$ cat src/rtl/psel_pkg.sv
// Shared types for the predicated select unit.
// Assumes a 32-bit instruction word and a 64-bit status register.
package psel_pkg;
    localparam int XLEN = 64;
    localparam int RIDX = 5;

    typedef enum logic [1:0] {
        OPK_NONE   = 2'd0,
        OPK_SELECT = 2'd1,
        OPK_TRAP   = 2'd2,
        OPK_TAGSET = 2'd3
    } opkind_e;

    typedef struct packed {
        opkind_e         kind;
        logic            record;
        logic            a_is_imm;
        logic            b_is_imm;
        logic [RIDX-1:0] a_fld;
        logic [RIDX-1:0] b_fld;
        logic [RIDX-1:0] dst;
        logic [3:0]      bit_sel;
        logic            trap_val;
    } dec_t;
endpackage

$ cat src/rtl/psel_decode.sv
// Instruction decoder for the select, trap and tag-set group.
// Purely combinational. It assumes LSB-0 numbering of the instruction word.
// Words that do not belong to the group decode as OPK_NONE.
module psel_decode
    import psel_pkg::*;
#(
    parameter logic [5:0]  SEL_MAJOR  = 6'd30,
    parameter logic [5:0]  TRAP_MAJOR = 6'd31,
    parameter logic [5:0]  TRAP_MINOR = 6'd36,
    parameter logic [31:0] TAGSET_WORD = 32'h7C0103E6
) (
    input  logic [31:0] instr_i,
    output dec_t        dec_o
);
    logic [5:0] major;
    logic [4:0] sel_minor;
    logic       unused_bits;

    assign major       = instr_i[31:26];
    assign sel_minor   = instr_i[4:0];
    assign unused_bits = ^{instr_i[6:5], instr_i[20:11], instr_i[0]};

    // Classify the word and pull out its fields.
    always_comb begin
        dec_o          = '0;
        dec_o.kind     = OPK_NONE;
        dec_o.a_fld    = instr_i[25:21];
        dec_o.dst      = instr_i[20:16];
        dec_o.b_fld    = instr_i[15:11];
        dec_o.bit_sel  = instr_i[10:7];
        dec_o.trap_val = instr_i[21];
        dec_o.record   = sel_minor[0];
        dec_o.a_is_imm = ~sel_minor[2];
        dec_o.b_is_imm = ~sel_minor[1];
        if (instr_i == TAGSET_WORD) begin
            dec_o.kind = OPK_TAGSET;
        end else if (major == SEL_MAJOR && sel_minor[4:3] == 2'b11) begin
            dec_o.kind = OPK_SELECT;
        end else if (major == TRAP_MAJOR && instr_i[6:1] == TRAP_MINOR) begin
            dec_o.kind = OPK_TRAP;
        end
    end
endmodule

$ cat src/rtl/psel_exec.sv
// Datapath: tests the chosen status bit, selects the operand and classifies it.
// Combinational. It assumes register read data arrives in the same cycle.
// The 4-bit index k maps to MSB-0 status bit 32+k.
module psel_exec
    import psel_pkg::*;
#(
    parameter int W       = XLEN,
    parameter int SEL_MSB0 = 32
) (
    input  dec_t          dec_i,
    input  logic [W-1:0]  status_i,
    input  logic [W-1:0]  a_data_i,
    input  logic [W-1:0]  b_data_i,
    output logic          tbit_o,
    output logic [W-1:0]  result_o,
    output logic [2:0]    cr_o
);
    localparam int SEL_LSB = W - 1 - SEL_MSB0;

    logic [W-1:0] op_a;
    logic [W-1:0] op_b;

    // Pick the tested status bit.
    always_comb tbit_o = status_i[SEL_LSB - int'(dec_i.bit_sel)];

    // Form both operands from an immediate or a register.
    always_comb begin
        op_a = dec_i.a_is_imm ? {{(W-RIDX){1'b0}}, dec_i.a_fld} : a_data_i;
        op_b = dec_i.b_is_imm ? {{(W-RIDX){1'b0}}, dec_i.b_fld} : b_data_i;
    end

    // Choose the result and classify it as signed.
    always_comb begin
        result_o = tbit_o ? op_a : op_b;
        if (result_o[W-1])       cr_o = 3'b100;
        else if (result_o == '0) cr_o = 3'b001;
        else                     cr_o = 3'b010;
    end
endmodule

$ cat src/rtl/psel_unit.sv
// Top of the predicated select unit. It registers all results one cycle after issue.
// Assumes the register file answers reads combinationally.
// The mode bit gates every effect of the group into the illegal flag.
module psel_unit
    import psel_pkg::*;
(
    input  logic                clk,
    input  logic                rst_n,
    input  logic                instr_valid_i,
    input  logic [31:0]         instr_i,
    input  logic [XLEN-1:0]     status_i,
    input  logic                tags_active_i,
    output logic [RIDX-1:0]     rd_a_addr_o,
    input  logic [XLEN-1:0]     rd_a_data_i,
    output logic [RIDX-1:0]     rd_b_addr_o,
    input  logic [XLEN-1:0]     rd_b_data_i,
    output logic                wb_valid_o,
    output logic [RIDX-1:0]     wb_addr_o,
    output logic [XLEN-1:0]     wb_data_o,
    output logic                cr_valid_o,
    output logic [2:0]          cr_o,
    output logic                trap_o,
    output logic                illegal_o,
    output logic                set_tag_o
);
    dec_t            dec;
    logic            tbit;
    logic [XLEN-1:0] result;
    logic [2:0]      cr_next;
    logic            ours;
    logic            legal;

    psel_decode u_dec (.instr_i(instr_i), .dec_o(dec));

    psel_exec #(.W(XLEN)) u_exec (
        .dec_i(dec), .status_i(status_i),
        .a_data_i(rd_a_data_i), .b_data_i(rd_b_data_i),
        .tbit_o(tbit), .result_o(result), .cr_o(cr_next)
    );

    assign rd_a_addr_o = dec.a_fld;
    assign rd_b_addr_o = dec.b_fld;

    // Qualify the decoded instruction with valid and mode.
    always_comb begin
        ours  = instr_valid_i && (dec.kind != OPK_NONE);
        legal = ours && tags_active_i;
    end

    // Register every output one cycle after issue.
    always_ff @(posedge clk) begin
        if (!rst_n) begin
            wb_valid_o <= 1'b0;
            wb_addr_o  <= '0;
            wb_data_o  <= '0;
            cr_valid_o <= 1'b0;
            cr_o       <= '0;
            trap_o     <= 1'b0;
            illegal_o  <= 1'b0;
            set_tag_o  <= 1'b0;
        end else begin
            wb_valid_o <= legal && dec.kind == OPK_SELECT;
            cr_valid_o <= legal && dec.kind == OPK_SELECT && dec.record;
            trap_o     <= legal && dec.kind == OPK_TRAP && (tbit == dec.trap_val);
            set_tag_o  <= legal && dec.kind == OPK_TAGSET;
            illegal_o  <= ours && !tags_active_i;
            if (legal && dec.kind == OPK_SELECT) begin
                wb_addr_o <= dec.dst;
                wb_data_o <= result;
                cr_o      <= cr_next;
            end
        end
    end

    // an illegal instruction has no other effect.
    a_r9_illegal_alone: assert property (@(posedge clk) disable iff (!rst_n)
        illegal_o |-> !(wb_valid_o || cr_valid_o || trap_o || set_tag_o));

    // nothing comes out of a cycle without a valid instruction.
    a_r10_idle_quiet: assert property (@(posedge clk) disable iff (!rst_n)
        !$past(instr_valid_i) |-> !(wb_valid_o || cr_valid_o || trap_o || illegal_o || set_tag_o));

    // a condition update only comes with a writeback and is one-hot.
    a_r6_cr_with_wb: assert property (@(posedge clk) disable iff (!rst_n)
        cr_valid_o |-> (wb_valid_o && $onehot(cr_o)));

    // the negative flag tracks the sign of the written value.
    a_r6_cr_sign: assert property (@(posedge clk) disable iff (!rst_n)
        cr_valid_o |-> (cr_o[2] == wb_data_o[XLEN-1]));

    // trap and tag-set never write a register.
    a_r7_trap_no_wb: assert property (@(posedge clk) disable iff (!rst_n)
        (trap_o || set_tag_o) |-> !wb_valid_o);

    // clear mode on a valid instruction never writes back.
    a_r9_mode_gate: assert property (@(posedge clk) disable iff (!rst_n)
        ($past(instr_valid_i) && !$past(tags_active_i)) |-> !wb_valid_o);
endmodule

$ cat config.mk
export PLATFORM = sky130hd
export DESIGN_NAME = psel_unit
export DESIGN_NICKNAME = d
export VERILOG_FILES = /design/src/rtl/psel_pkg.sv /design/src/rtl/psel_decode.sv /design/src/rtl/psel_exec.sv /design/src/rtl/psel_unit.sv
export SDC_FILE = /design/constraint.sdc
export NUM_CORES = 1
export LEC_CHECK = 0
export ABC_AREA = 1
export BUFFER_PORTS_ARGS = -buffer_cell sky130_fd_sc_hd__buf_2
export CORE_ASPECT_RATIO = 0.7
export CORE_MARGIN = 3
export CORE_UTILIZATION = 41
export CTS_BUF_LIST = sky130_fd_sc_hd__clkbuf_8
export DETAILED_ROUTE_END_ITERATION = 7
export PLACE_DENSITY_LB_ADDON = 0.3
export SETUP_SLACK_MARGIN = 0.2
export SLEW_MARGIN = 25
export SYNTH_ARGS = -nofsm -noshare
export SYNTH_HDL_FRONTEND = slang
export SYNTH_SLANG_ARGS = --single-unit
$ cat constraint.sdc
create_clock -name clk -period 2.32 [get_ports clk]
set_input_delay 0.696 -clock clk [delete_from_list [all_inputs] [get_ports clk]]
set_output_delay 0.696 -clock clk [all_outputs]
set_load 0.05 [all_outputs]
==> impl_results.md <==
- Post-CTS Hold Fix Bufs: 0
- Netlist Area Pre-Place: 5150 µm²
- Failing checks: negative setup slack
- Slew at the pin closest to its max-slew limit: 0.506 ns
- GRT Util Overall: 0.285
- VDD IR max: 0.296 mV
- Syn nets: 1111
- WL final: 21500 µm
- Share of power burned in registers: 0.364
- Distinct cells, synth: 26
- Int Power: 0.00242 W
- Syn-to-layout area delta: 50.4%
- Max cap viols: 0
- CTS Buffer Depth: 2
- F_max: between 400 and 500 MHz
- Startpoint Class: input pin
- DRT iter0 DRCs: 425
- Tightest Hold Check Type: flop to flop
- Unrepaired setup endpoints after global routing: true
- Final Non-Filler Cells: 1348
- Placed instance area: 7000 µm²
- First-pass GRT wire length: 31600 µm
- Flops & latches, synth: 76
- Root buf cell: clkbuf_8
- Clock transition at path regs: 0.09 ns
- LEAKAGE: 4.54 nW
- Total congestion overflow: 0
- Clock Sinks: 76
- Initial Utilization: 0.430
- Post-synth top area share: 0.295
- Final Critical Period: 2.35 ns
- Switching pwr: approximately 0.0012 W
- Final instance area: about 7700 µm²
- Mean instance size in the synthesized netlist: 5.84 µm²
- Die footprint: about 14000 µm²
- CTS tree: done
- Fin. max-slew vios: 0
- Worst Skew: 0 ns
- Number of global-route vias before repair: 6062
- Final Hold Viols: 0
- Sequential element share of the synthesized area: 0.295
- Antenna cells: 0
- Core region area: 12000 µm²
- Slew HR: 0.663
- Gpl congestion: ~0.87
- Yosys warnings: 0
- DR WL/cell: around 16 µm
- Htree depth: 3
- Layout Nets: approximately 1.4k
- Number of remaining DRC errors: 0
- First drt pass iteration count: 5
- Worst setup path class: input pin to flop
- Cells after Synth: 883
- Worst path required time: 2.54 ns
- Worst-path maximum fanout: 8
- Power Dens Cells: 463 nW/µm²
- Rows: 33
- CP arrival: 2.58 ns
- Share of layout cells above drive strength 1: 0.353
- Comb pwr share: 0.316
- DRT antenna net count: 0
- Num ports: 315
- Die Y: 99.8 µm
- Initial antenna violation count: 0
- Post-DP HPWL: 15100 µm
- Main area contributors after synthesis: dfxtp_1 30%, nand2_1 27%, inv_1 8.4%, nand3b_1 6.3%, nand3_1 5.2%
- Placed insts: about 1.3k
- Port Buf Inserts: 266
- Worst skew pair latency: 0.35 ns
- Status: complete, but fails checks
- Largest net degree at the start of global routing: 43
- CTS Buf Count: 9
- Period utilisation layout: 1.01
- Setup violators final: 1
- Die X: 140 µm
- Switching share of power: 0.324
- Final worst slack: -0.0326 ns
- Clock network power share: 0.320
- CP Capture Type: flop
- Vias: 6764
- Biggest area consumer among synthesized cells: dfxtp_1
- Avg Vias per Cell: 5.02
sequential cells by signal, summed over array words and instances (netlist names):
| signal | count |
|---|---|
| wb_data_o | 64 |
| wb_addr_o | 5 |
| cr_o | 2 |
| cr_valid_o | 1 |
| illegal_o | 1 |
| set_tag_o | 1 |
| trap_o | 1 |
| wb_valid_o | 1 |
logic make-up (layout without fill, tap and decap cells):
family / Yosys count / in the layout / synth area share
buf+inv: 184 / 492 / 0.154
flops: 76 / 76 / 0.295
mux: 3 / 3 / 0.00655
simple gates: 529 / 529 / 0.440
compound gates: 91 / 91 / 0.104
through the flow:
step           hold slack [ns]   util  TNS [ns]  worst slack [ns]  total power, W
3_3_place_gp             0.445  0.585     -1.60            -0.428         0.00225
4_1_cts                  0.466  0.624         0            0.0778         0.00348
6_report                 0.463  0.647   -0.0326           -0.0326         0.00359
2_1_floorplan            0.690      -         0            0.0405         0.00183
3_5_place_dp             0.452  0.585     -2.30            -0.463         0.00225
5_1_grt                  0.480  0.647    -0.249            -0.141         0.00376
synth_stat cells:
| master | number |
|---|---|
| o211ai_1 | 28 |
| nand4_1 | 4 |
| clkbuf_1 | 32 |
| buf_6 | 6 |
| nand3_4 | 1 |
| inv_2 | 1 |
| dfxtp_1 | 76 |
| buf_4 | 11 |
| buf_2 | 11 |
| inv_1 | 115 |
| nand3_2 | 1 |
| o21bai_1 | 3 |
| nand3b_1 | 43 |
| nor4_1 | 4 |
| mux2_2 | 3 |
| nand2_1 | 365 |
| nand2_4 | 1 |
| nor2_1 | 52 |
| buf_1 | 6 |
| nor3_1 | 4 |
| o21ai_0 | 19 |
| clkinv_1 | 1 |
| o31ai_1 | 1 |
| inv_6 | 1 |
| nand3_1 | 54 |
| a21oi_1 | 40 |
worst max-delay path, cell delays in order:
cell and delay, ns:
buf_4 0.13, inv_4 0.08, nand3_1 0.12, nand3_2 0.11
nand3_4 0.14, nand2_8 0.19, clkinvlp_4 0.17, buf_6 0.15
nand2_1 0.06, nand2_2 0.07, nor2_2 0.11, nand2_1 0.05
nor2_1 0.09, nand2_1 0.07, nor2_2 0.15, nand2_1 0.07
nand2_1 0.06, a21oi_1 0.06
area by class of cell:
type / count / area, µm²
Fill cell: 1127 / 4230
Multi-Input combinational cell: 623 / 3000
Timing Repair Buffer: 358 / 2350
Sequential cell: 76 / 1520
Inverter: 118 / 463
Tap cell: 157 / 196
Clock buffer: 9 / 124
Clock inverter: 7 / 92.6
routing by layer:
metal  vias to the layer above  part of all wire  GRT usage
li1                       3343                 -          -
met1                      3085              0.44      0.403
met2                       320              0.45      0.459
met3                        16             0.097     0.0605
met4                         0             0.012     0.0454
met5                         -                 0          0
layout by cell type, fill, tap and decap left out, drive strengths merged:
cell type  instances
nand2            366
buf              354
inv              115
dfxtp             76
nand3             56
nor2              52
nand3b            43
a21oi             40
o211ai            28
o21ai             19
clkbuf            13
clkinv             5
nand4              4
nor3               4
nor4               4
clkinvlp           3
o21bai             3
mux2               3
bufinv             2
o31ai              1
power by group through the flow:
stage	clock [W]	sequential [W]	combinational, W
4_1_cts	0.00116	0.00130	0.00102
2_1_floorplan	0	0.00134	0.000496
6_report	0.00115	0.00130	0.00113
3_5_place_dp	0	0.00134	0.000916
3_3_place_gp	0	0.00134	0.000911
5_1_grt	0.00123	0.00131	0.00123
worst paths after layout:
kind	start	to	slack (ns)	cells after the start
worst max-delay path	instr_i[8]	cr_o[1]	-0.03	18
worst min register to register	wb_data_o[45]	wb_data_o[45]	0.46	2
worst min-delay path	wb_data_o[45]	wb_data_o[45]	0.46	2
worst max register to register	wb_data_o[63]	wb_data_o[63]	1.65	2
what timing repair did:
item,in CTS,in global routing
pin swaps,14,18
buffers inserted,8,3
gates resized for setup,31,34
endpoints found under the setup margin,2,41
cloned,4,5
No activity file was read; power rests on OpenSTA's default activity.
